File: config.mk
export PLATFORM = sky130hd
export DESIGN_NAME = flash_rst_seq
export DESIGN_NICKNAME = d
export VERILOG_FILES = /design/src/rtl/frs_pkg.sv /design/src/rtl/frs_cmd_decode.sv /design/src/rtl/frs_op_timer.sv /design/src/rtl/frs_mode_ctrl.sv /design/src/rtl/flash_rst_seq.sv
export SDC_FILE = /design/constraint.sdc
export NUM_CORES = 1
export LEC_CHECK = 0
export ABC_CLOCK_PERIOD_IN_PS = 1900
export BUFFER_PORTS_ARGS = -buffer_cell sky130_fd_sc_hd__buf_4
export CORE_UTILIZATION = 40
export CTS_BUF_LIST = sky130_fd_sc_hd__clkbuf_16
export DETAILED_ROUTE_END_ITERATION = 10
export GPL_TIMING_DRIVEN = 0
export PLACE_DENSITY = 0.67
export SYNTH_ARGS = -nofsm -noshare
export SYNTH_HDL_FRONTEND = slang
export SYNTH_SLANG_ARGS = --single-unit
File: constraint.sdc
create_clock -name clk -period 1.9 [get_ports clk]
set_input_delay 0.38 -clock clk [delete_from_list [all_inputs] [get_ports clk]]
set_output_delay 0.38 -clock clk [all_outputs]
set_load 0.005 [all_outputs]
File: src/rtl/frs_pkg.sv
package frs_pkg;

    typedef enum logic [2:0] {
        MODE_READ    = 3'd0,
        MODE_IDENT   = 3'd1,
        MODE_PROG    = 3'd2,
        MODE_BULK    = 3'd3,
        MODE_SECT    = 3'd4,
        MODE_ERROR   = 3'd5,
        MODE_RECOVER = 3'd6
    } mode_e;

    typedef enum logic [2:0] {
        CMD_NONE,
        CMD_RESET,
        CMD_IDENT,
        CMD_PROG,
        CMD_BULK,
        CMD_SECT
    } cmd_e;

    typedef enum logic [1:0] {
        UNL_IDLE,
        UNL_FIRST,
        UNL_SECOND
    } unlock_e;

    localparam logic [7:0]  KEY_FIRST  = 8'hAA;
    localparam logic [7:0]  KEY_SECOND = 8'h55;
    localparam logic [11:0] ADR_FIRST  = 12'h555;
    localparam logic [11:0] ADR_SECOND = 12'hAAA;
    localparam logic [7:0]  BYTE_RESET = 8'hF0;
    localparam logic [7:0]  BYTE_IDENT = 8'h90;
    localparam logic [7:0]  BYTE_PROG  = 8'hA0;
    localparam logic [7:0]  BYTE_BULK  = 8'h10;
    localparam logic [7:0]  BYTE_SECT  = 8'h30;
    localparam int          ERR_BIT    = 5;

    function automatic cmd_e decode_cmd(logic [7:0] b);
        case (b)
            BYTE_RESET: return CMD_RESET;
            BYTE_IDENT: return CMD_IDENT;
            BYTE_PROG:  return CMD_PROG;
            BYTE_BULK:  return CMD_BULK;
            BYTE_SECT:  return CMD_SECT;
            default:    return CMD_NONE;
        endcase
    endfunction

    function automatic logic mode_busy(mode_e m);
        return !(m == MODE_READ || m == MODE_IDENT);
    endfunction

    function automatic logic [7:0] status_byte(mode_e m);
        logic [7:0] s;
        s = '0;
        s[ERR_BIT] = (m == MODE_ERROR);
        return s;
    endfunction

endpackage

File: src/rtl/frs_cmd_decode.sv
module frs_cmd_decode
    import frs_pkg::*;
#(
    parameter int ADDR_W = 12
) (
    input  logic              clk,
    input  logic              rst,
    input  logic              wr,
    input  logic [ADDR_W-1:0] addr,
    input  logic [7:0]        wdata,
    output cmd_e              cmd
);

    localparam logic [ADDR_W-1:0] A1 = ADDR_W'(ADR_FIRST);
    localparam logic [ADDR_W-1:0] A2 = ADDR_W'(ADR_SECOND);

    unlock_e st_q, st_d;

    always_comb begin
        st_d = st_q;
        cmd  = CMD_NONE;
        if (wr) begin
            st_d = UNL_IDLE;
            if (wdata == BYTE_RESET) begin
                cmd = CMD_RESET;
            end else begin
                case (st_q)
                    UNL_IDLE:   if (wdata == KEY_FIRST && addr == A1) st_d = UNL_FIRST;
                    UNL_FIRST:  if (wdata == KEY_SECOND && addr == A2) st_d = UNL_SECOND;
                    UNL_SECOND: cmd = decode_cmd(wdata);
                    default:    st_d = UNL_IDLE;
                endcase
            end
        end
    end

    always_ff @(posedge clk) begin
        if (rst) st_q <= UNL_IDLE;
        else     st_q <= st_d;
    end

endmodule

File: src/rtl/frs_op_timer.sv
module frs_op_timer #(
    parameter int CNT_W = 12
) (
    input  logic             clk,
    input  logic             rst,
    input  logic             load,
    input  logic [CNT_W-1:0] val,
    output logic             zero
);

    logic [CNT_W-1:0] cnt_q;

    always_ff @(posedge clk) begin
        if (rst)                cnt_q <= '0;
        else if (load)          cnt_q <= val;
        else if (cnt_q != '0)   cnt_q <= cnt_q - CNT_W'(1);
    end

    assign zero = (cnt_q == '0);

endmodule

File: src/rtl/frs_mode_ctrl.sv
module frs_mode_ctrl
    import frs_pkg::*;
#(
    parameter int PROG_CYCLES    = 40,
    parameter int BULK_CYCLES    = 200,
    parameter int SECT_CYCLES    = 120,
    parameter int RECOVER_CYCLES = 3125,
    parameter int CNT_W          = 12
) (
    input  logic             clk,
    input  logic             rst,
    input  cmd_e             cmd,
    input  logic             ext_abort,
    input  logic             op_fail,
    input  logic             tmr_zero,
    output mode_e            mode,
    output logic             tmr_load,
    output logic [CNT_W-1:0] tmr_val
);

    localparam logic [CNT_W-1:0] LD_PROG = CNT_W'(PROG_CYCLES - 1);
    localparam logic [CNT_W-1:0] LD_BULK = CNT_W'(BULK_CYCLES - 1);
    localparam logic [CNT_W-1:0] LD_SECT = CNT_W'(SECT_CYCLES - 1);
    localparam logic [CNT_W-1:0] LD_REC  = CNT_W'(RECOVER_CYCLES - 1);

    mode_e mode_d;

    always_comb begin
        mode_d   = mode;
        tmr_load = 1'b0;
        tmr_val  = '0;
        if (ext_abort) begin
            if (mode_busy(mode)) begin
                mode_d   = MODE_RECOVER;
                tmr_load = 1'b1;
                tmr_val  = LD_REC;
            end else begin
                mode_d = MODE_READ;
            end
        end else begin
            case (mode)
                MODE_READ: begin
                    case (cmd)
                        CMD_IDENT: mode_d = MODE_IDENT;
                        CMD_PROG: begin
                            mode_d = MODE_PROG; tmr_load = 1'b1; tmr_val = LD_PROG;
                        end
                        CMD_BULK: begin
                            mode_d = MODE_BULK; tmr_load = 1'b1; tmr_val = LD_BULK;
                        end
                        CMD_SECT: begin
                            mode_d = MODE_SECT; tmr_load = 1'b1; tmr_val = LD_SECT;
                        end
                        default: mode_d = MODE_READ;
                    endcase
                end
                MODE_IDENT: if (cmd == CMD_RESET) mode_d = MODE_READ;
                MODE_PROG, MODE_BULK: begin
                    if (op_fail)       mode_d = MODE_ERROR;
                    else if (tmr_zero) mode_d = MODE_READ;
                end
                MODE_SECT: begin
                    if (cmd == CMD_RESET) begin
                        mode_d = MODE_RECOVER; tmr_load = 1'b1; tmr_val = LD_REC;
                    end else if (op_fail) begin
                        mode_d = MODE_ERROR;
                    end else if (tmr_zero) begin
                        mode_d = MODE_READ;
                    end
                end
                MODE_ERROR: begin
                    if (cmd == CMD_RESET) begin
                        mode_d = MODE_RECOVER; tmr_load = 1'b1; tmr_val = LD_REC;
                    end
                end
                MODE_RECOVER: if (tmr_zero) mode_d = MODE_READ;
                default: mode_d = MODE_READ;
            endcase
        end
    end

    always_ff @(posedge clk) begin
        if (rst) mode <= MODE_READ;
        else     mode <= mode_d;
    end

endmodule

File: src/rtl/flash_rst_seq.sv
module flash_rst_seq
    import frs_pkg::*;
#(
    parameter int ADDR_W         = 12,
    parameter int PROG_CYCLES    = 40,
    parameter int BULK_CYCLES    = 200,
    parameter int SECT_CYCLES    = 120,
    parameter int RECOVER_CYCLES = 3125
) (
    input  logic              clk,
    input  logic              rst,
    input  logic              bus_wr,
    input  logic [ADDR_W-1:0] bus_addr,
    input  logic [7:0]        bus_wdata,
    input  logic              ext_abort,
    input  logic              op_fail,
    input  logic [7:0]        array_rdata,
    input  logic [7:0]        ident_rdata,
    output logic [7:0]        rdata,
    output logic              ready,
    output logic [2:0]        mode
);

    localparam int MAX_OP    = (BULK_CYCLES > SECT_CYCLES) ?
                               ((BULK_CYCLES > PROG_CYCLES) ? BULK_CYCLES : PROG_CYCLES) :
                               ((SECT_CYCLES > PROG_CYCLES) ? SECT_CYCLES : PROG_CYCLES);
    localparam int MAX_CYC   = (MAX_OP > RECOVER_CYCLES) ? MAX_OP : RECOVER_CYCLES;
    localparam int CNT_W     = $clog2(MAX_CYC + 1);

    cmd_e             dec_cmd;
    mode_e            mode_q;
    logic             tmr_load;
    logic [CNT_W-1:0] tmr_val;
    logic             tmr_zero;

    frs_cmd_decode #(.ADDR_W(ADDR_W)) u_decode (
        .clk   (clk),
        .rst   (rst),
        .wr    (bus_wr),
        .addr  (bus_addr),
        .wdata (bus_wdata),
        .cmd   (dec_cmd)
    );

    frs_op_timer #(.CNT_W(CNT_W)) u_timer (
        .clk  (clk),
        .rst  (rst),
        .load (tmr_load),
        .val  (tmr_val),
        .zero (tmr_zero)
    );

    frs_mode_ctrl #(
        .PROG_CYCLES    (PROG_CYCLES),
        .BULK_CYCLES    (BULK_CYCLES),
        .SECT_CYCLES    (SECT_CYCLES),
        .RECOVER_CYCLES (RECOVER_CYCLES),
        .CNT_W          (CNT_W)
    ) u_ctrl (
        .clk       (clk),
        .rst       (rst),
        .cmd       (dec_cmd),
        .ext_abort (ext_abort),
        .op_fail   (op_fail),
        .tmr_zero  (tmr_zero),
        .mode      (mode_q),
        .tmr_load  (tmr_load),
        .tmr_val   (tmr_val)
    );

    always_comb begin
        case (mode_q)
            MODE_READ:  rdata = array_rdata;
            MODE_IDENT: rdata = ident_rdata;
            default:    rdata = status_byte(mode_q);
        endcase
    end

    assign ready = !mode_busy(mode_q);
    assign mode  = mode_q;

endmodule

* Word-level counts from Yosys, hierarchy flattened *
Cells that the tools add are included.

word-level totals
  flip-flop bits (word level) = 17
  output and inout bits = 12

cells by class
  $add $sub $neg = 1
  equality and inequality tests = 24
  muxes and demuxes = 30
  reduce and logical (&&, ||, !) cells = 12

operators with widths
  cell                                                                      count
  12-bit two-way mux                                                        5
  8-bit equality test (second input constant)                               4
  3-bit two-way mux                                                         10
  12-bit case mux with 2 select lines                                       1
  3-bit case mux with 4 select lines                                        2
  8-bit case mux with 3 select lines                                        1
  3-bit case mux with 6 select lines                                        1
  8-bit case mux with 2 select lines                                        1
  3-bit equality test (second input constant)                               5
  12-bit by 11-bit equality test with 1-bit output (second input constant)  1
  12-bit equality test (second input constant)                              1
  3-bit by 2-bit equality test with 1-bit output (second input constant)    4
  12-bit zero test                                                          1
  12-bit nonzero test                                                       1
  12-bit by 1-bit subtractor with 12-bit output (second input constant)     1
  8-bit by 5-bit equality test with 1-bit output (second input constant)    1
  8-bit by 6-bit equality test with 1-bit output (second input constant)    1
  8-bit by 7-bit equality test with 1-bit output (second input constant)    1
  3-bit by 1-bit equality test with 1-bit output (second input constant)    2
  3-bit by 2-bit != test with 1-bit output (second input constant)          2
  1-bit two-way mux                                                         5
  2-bit two-way mux                                                         2
  2-bit case mux with 2 select lines                                        1
  2-bit OR reduction                                                        2
  other kinds (10)                                                          11

* Longest topological paths before layout *
  depth in word-level cells = 11
  mapped depth = 9

* By module *
A second synthesis with hierarchy kept.

unflattened totals
  cells, all modules = 221
  area, all modules = 1701.6 µm²

by module, submodules not included
  module          times used  cells each  area an instance (µm²)  sequential area each (µm²)
  frs_op_timer    1           93          729.4                   240.2
  frs_mode_ctrl   1           72          545.5                   60.1
  frs_cmd_decode  1           35          286.5                   40.0
  flash_rst_seq   1           21          140.1                   0.0

* Worst setup path before layout *
Ideal clock, no wire load.

  kind = register -> register
  start point = reg u_ctrl.mode[1]
  end point = reg u_timer.cnt_q[5]
  library setup time = 0.122 ns
  arrival time = 1.514 ns
  data required time = 1.778 ns
  path slack = 0.264 ns
  stages on the path, launching flop included = 10
  path buffers = 3
  clock period less this slack = 1.636 ns
  path through = dfxtp_1 > buf_6 > or2_1 > buf_6 > inv_6 > and3_1 > nand3_2 > buf_6 > a221oi_2 > a21oi_1

between the ends
  cells in the longest elaborated chain, start to end = 5
  elaborated cells between the ends (all ways) = 14
  those cells by class = eq/ne: 3; mux: 7; reduce/logical: 4

RTL lines
  element                                                                            line                 text
  from (decl)                                                                        frs_mode_ctrl.sv:16  output mode_e mode,
  from (signal assigned)                                                             frs_mode_ctrl.sv:84  else mode <= mode_d;
  3-bit by 1-bit equality test with 1-bit output or 3-bit zero test (tied branches)  n/a
  1-bit logical OR *                                                                 n/a
  named net ready                                                                    flash_rst_seq.sv:20  output logic ready,
  12-bit two-way mux or 1-bit two-way mux (tied branches)                            frs_mode_ctrl.sv:33  if (mode_busy(mode)) begin
  12-bit two-way mux or 1-bit two-way mux (tied branches)                            frs_mode_ctrl.sv:32  if (ext_abort) begin
  12-bit two-way mux or 2-bit nonzero test (tied branches)                           n/a
  to (signal assigned)                                                               frs_op_timer.sv:15   else if (load) cnt_q <= val;
  to (signal assigned)                                                               frs_op_timer.sv:16   else if (cnt_q != '0) cnt_q <= cnt_q - CNT_W'(1);
  to (decl)                                                                          frs_op_timer.sv:11   logic [CNT_W-1:0] cnt_q;

Mark *: on every way through the listed nets, which the timed path passes. The rest lies on a longest branch.
A chain may end at the register's enable or synchronous reset.

* Worst setup path after layout *
  start point = reg u_ctrl.mode[2]
  end point = out rdata[5]

between the ends
  cells in the longest elaborated chain, start to end = 2
  elaborated cells between the ends (all ways) = 4
  those cells by class = eq/ne: 2; mux: 1; reduce/logical: 1

RTL lines
  element                                            line                 text
  3-bit equality test, or another cell as far along  frs_pkg.sv:57        s[ERR_BIT] = (m == MODE_ERROR);
  8-bit case mux with 2 select lines *               flash_rst_seq.sv:72  case (mode_q)
  to (decl)                                          flash_rst_seq.sv:19  output logic [7:0] rdata,

Mark *: on every way between the ends. The rest lies on a longest branch, timed or not.

==> impl_metrics.toml <==
[place]
gp_congestion = 0.745
place.detailed.hpwl_mm = 2.78
io_buffers = 51

[drt]
drt_iter0_drc = 79
first_pass_iters = 4
routed_wl_mm = 3.58
drtAntennaViolNets = 0
drc = 0
wire_per_inst_um = 12.6
vias_per_cell = 5.35
num_vias = 1513

[clock_tree]
cts_made_buffers = 3
cts_tree = "yes"
post-cts-setup-buffer-count = 0
clockBufferDepth = 2
clk_pin_slew_worst_paths_ns = 0.05
root_buffer = "clkbuf_16"
cts.sinks = 17
htree_levels = 1
clkLatencyLatePin_ns = 0.24

[critical_path]
critPathBufInv = 2
critPathMaxFanout = 10
critPathRequiredTime_ns = 1.52
cp_num_cells = 4
cpMaxStageDelayCell = "or3b_2"
critPathCaptureType = "primary output"
ff2ff_path_depth = 6
crit_type = "reg2out"
crit_family = "simple AND/OR/NAND/NOR gates"
crit_arrival_ns = 1.44
slowest_delay_ns = 0.44
start_kind = "flop"
path_cells = "buf_2 -> or3b_2 -> a21oi_1 -> buf_4"

[power]
power.density_nw_per_um2 = 986
vdd_drop_max_v = 0.000675
total_leakage_power_nw = 0.773

[synthesis]
synth_top_cell_area_share = 0.240
yosysSeqAreaShare = 0.240
synth_flop_cell = "dfxtp_1"
syn_nets = 224
ys_ff_latch = 17
synth_edf_count = 0
synth_warnings = 0
ys_types = 52
synth_area_leader_cell = "dfxtp_1"
syn_inst = 182
synth_area_per_cell_um2 = 7.78
synth_area_um2 = 1420
yosysMostFrequentCell = "nor2_1"
async_flop_share = 0
synth_commonest_cells = "nor2_1, dfxtp_1, a21oi_1, nand2_1, nor3_1"
netlist_top_cells_area = "dfxtp_1, a21oi_1, nor2_1, mux2i_1, xnor2_1"

[sta]
setup-tns-final_ns = 0
rsz0062_at_grt = "no"
fmax_mhz = 550
period_share = 0.956
fin_worst_skew_ns = 0.00118
period_needed_ns = 1.82
slew_violations = 0
hold_violations = 0
tightest_slew_ns = 0.465
setup_viol = 0
slew_headroom = 0.690
hold-worst-slack_ns = 0.360

[final_layout]
fill_cells = 355
final_nets = 280
diodes = 0
syn2layout_area_growth_pct = 37.1
drive_above_1_share = 0.308

[grt]
track_usage = 0.201
first_global_vias = 1339
grt_start_max_net_pins = 11
grt_overflow = 0
grt_pass1_wl_mm = 5.86
antenna_found_initial = 0

[floorplan]
initial_core_util = 0.421
die_x_um = 61.5
core.rowCount = 21
core_um2 = 3360
io_pins = 53
die_y_um = 61.5
dieArea_um2 = 3780

[worst_hold_path]
worstHoldPathType = "in2reg"
worstHoldPathCells = 2

[outcome]
status = "complete, no violations"

[flow_run]
maxCapViolCount = 0
## area by class of cell
type	count	area (um2)	share of cell area
Clock buffer	3	75.1	0.0387
Inverter	5	23.8	0.0123
Buffer	10	75.1	0.0387
Tap cell	46	57.6	0.0297
Sequential cell	17	340	0.175
Clock inverter	1	3.75	0.00193
Timing Repair Buffer	51	383	0.197
Multi-Input combinational cell	150	982	0.506
## state kept, by name (all words and copies together), names as in the netlist
name	cells
u_decode.st_q	2
u_ctrl.mode	3
u_timer.cnt_q	12
## routing by layer
metal  vias to the layer above  track usage  part of all wire
li1                        783            -                 -
met1                       690        0.272              0.48
met2                        38        0.341              0.48
met3                         2       0.0336             0.039
met4                         0       0.0286            0.0050
met5                         -            0                 0
## cells in the final DEF, fill, tap and decap left out, types with 3 or more instances in the layout
cell	count
nand4b_1	3
o21ai_0	5
nor4_1	4
buf_2	3
nor2_1	20
nor3_1	10
xnor2_1	8
nand2_1	13
buf_4	51
nand3_1	8
dfxtp_1	17
clkbuf_16	3
nand2b_1	5
buf_6	4
nand3b_1	3
inv_1	5
nand4_1	6
a31oi_1	3
mux2i_1	7
a21oi_1	16
## cell families after synthesis
logic type               share of synthesized area
AO/OA/AOI/OAI                                0.180
multiplexers                                0.0575
adder cells (fa/ha/maj)                    0.00884
AND/OR/NAND/NOR                              0.384
XOR/XNOR                                    0.0619
flip-flops                                   0.240
buffers and inverters                       0.0672
## report_power, final
| part | switching (mW) | total [mW] | leakage [nW] | internal (mW) |
|---|---|---|---|---|
| sequential | 0.102 | 0.547 | 0.139 | 0.446 |
| clock | 0.128 | 0.407 | 0.0423 | 0.279 |
| combinational | 0.465 | 0.959 | 0.592 | 0.494 |
## path summary, 6_finish.rpt
path                    start          endpoint  slack [ns]
min reg2reg  u_decode.st_q[0]  u_decode.st_q[0]        0.51
max            u_ctrl.mode[2]          rdata[5]        0.08
min                       rst  u_timer.cnt_q[3]        0.36
max reg2reg    u_ctrl.mode[2]  u_timer.cnt_q[5]        0.11
## stage by stage
stage / total power, mW / setup WS (ns) / cell area (um2) / util / std cells
6_report: 1.91 / 0.0828 / 1940 / 0.577 / 283
2_1_floorplan: 1.25 / 0.264 / 1420 / - / 182
3_5_place_dp: 1.51 / 0.0316 / 1860 / 0.552 / 279
5_1_grt: 2.08 / 0.00651 / 1940 / 0.577 / 283
3_3_place_gp: 1.50 / 0.0424 / 1860 / 0.552 / 279
4_1_cts: 1.92 / 0.0753 / 1940 / 0.576 / 283
## timing repair
item | in CTS | in global routing
hold buffers | 0 | 0
endpoints found under the setup margin | 8 | 3
pin swaps | 0 | 0
gates resized for setup | 1 | 3
endpoints found under the hold margin | 0 | 0
(Power assumes the default switching activity.)
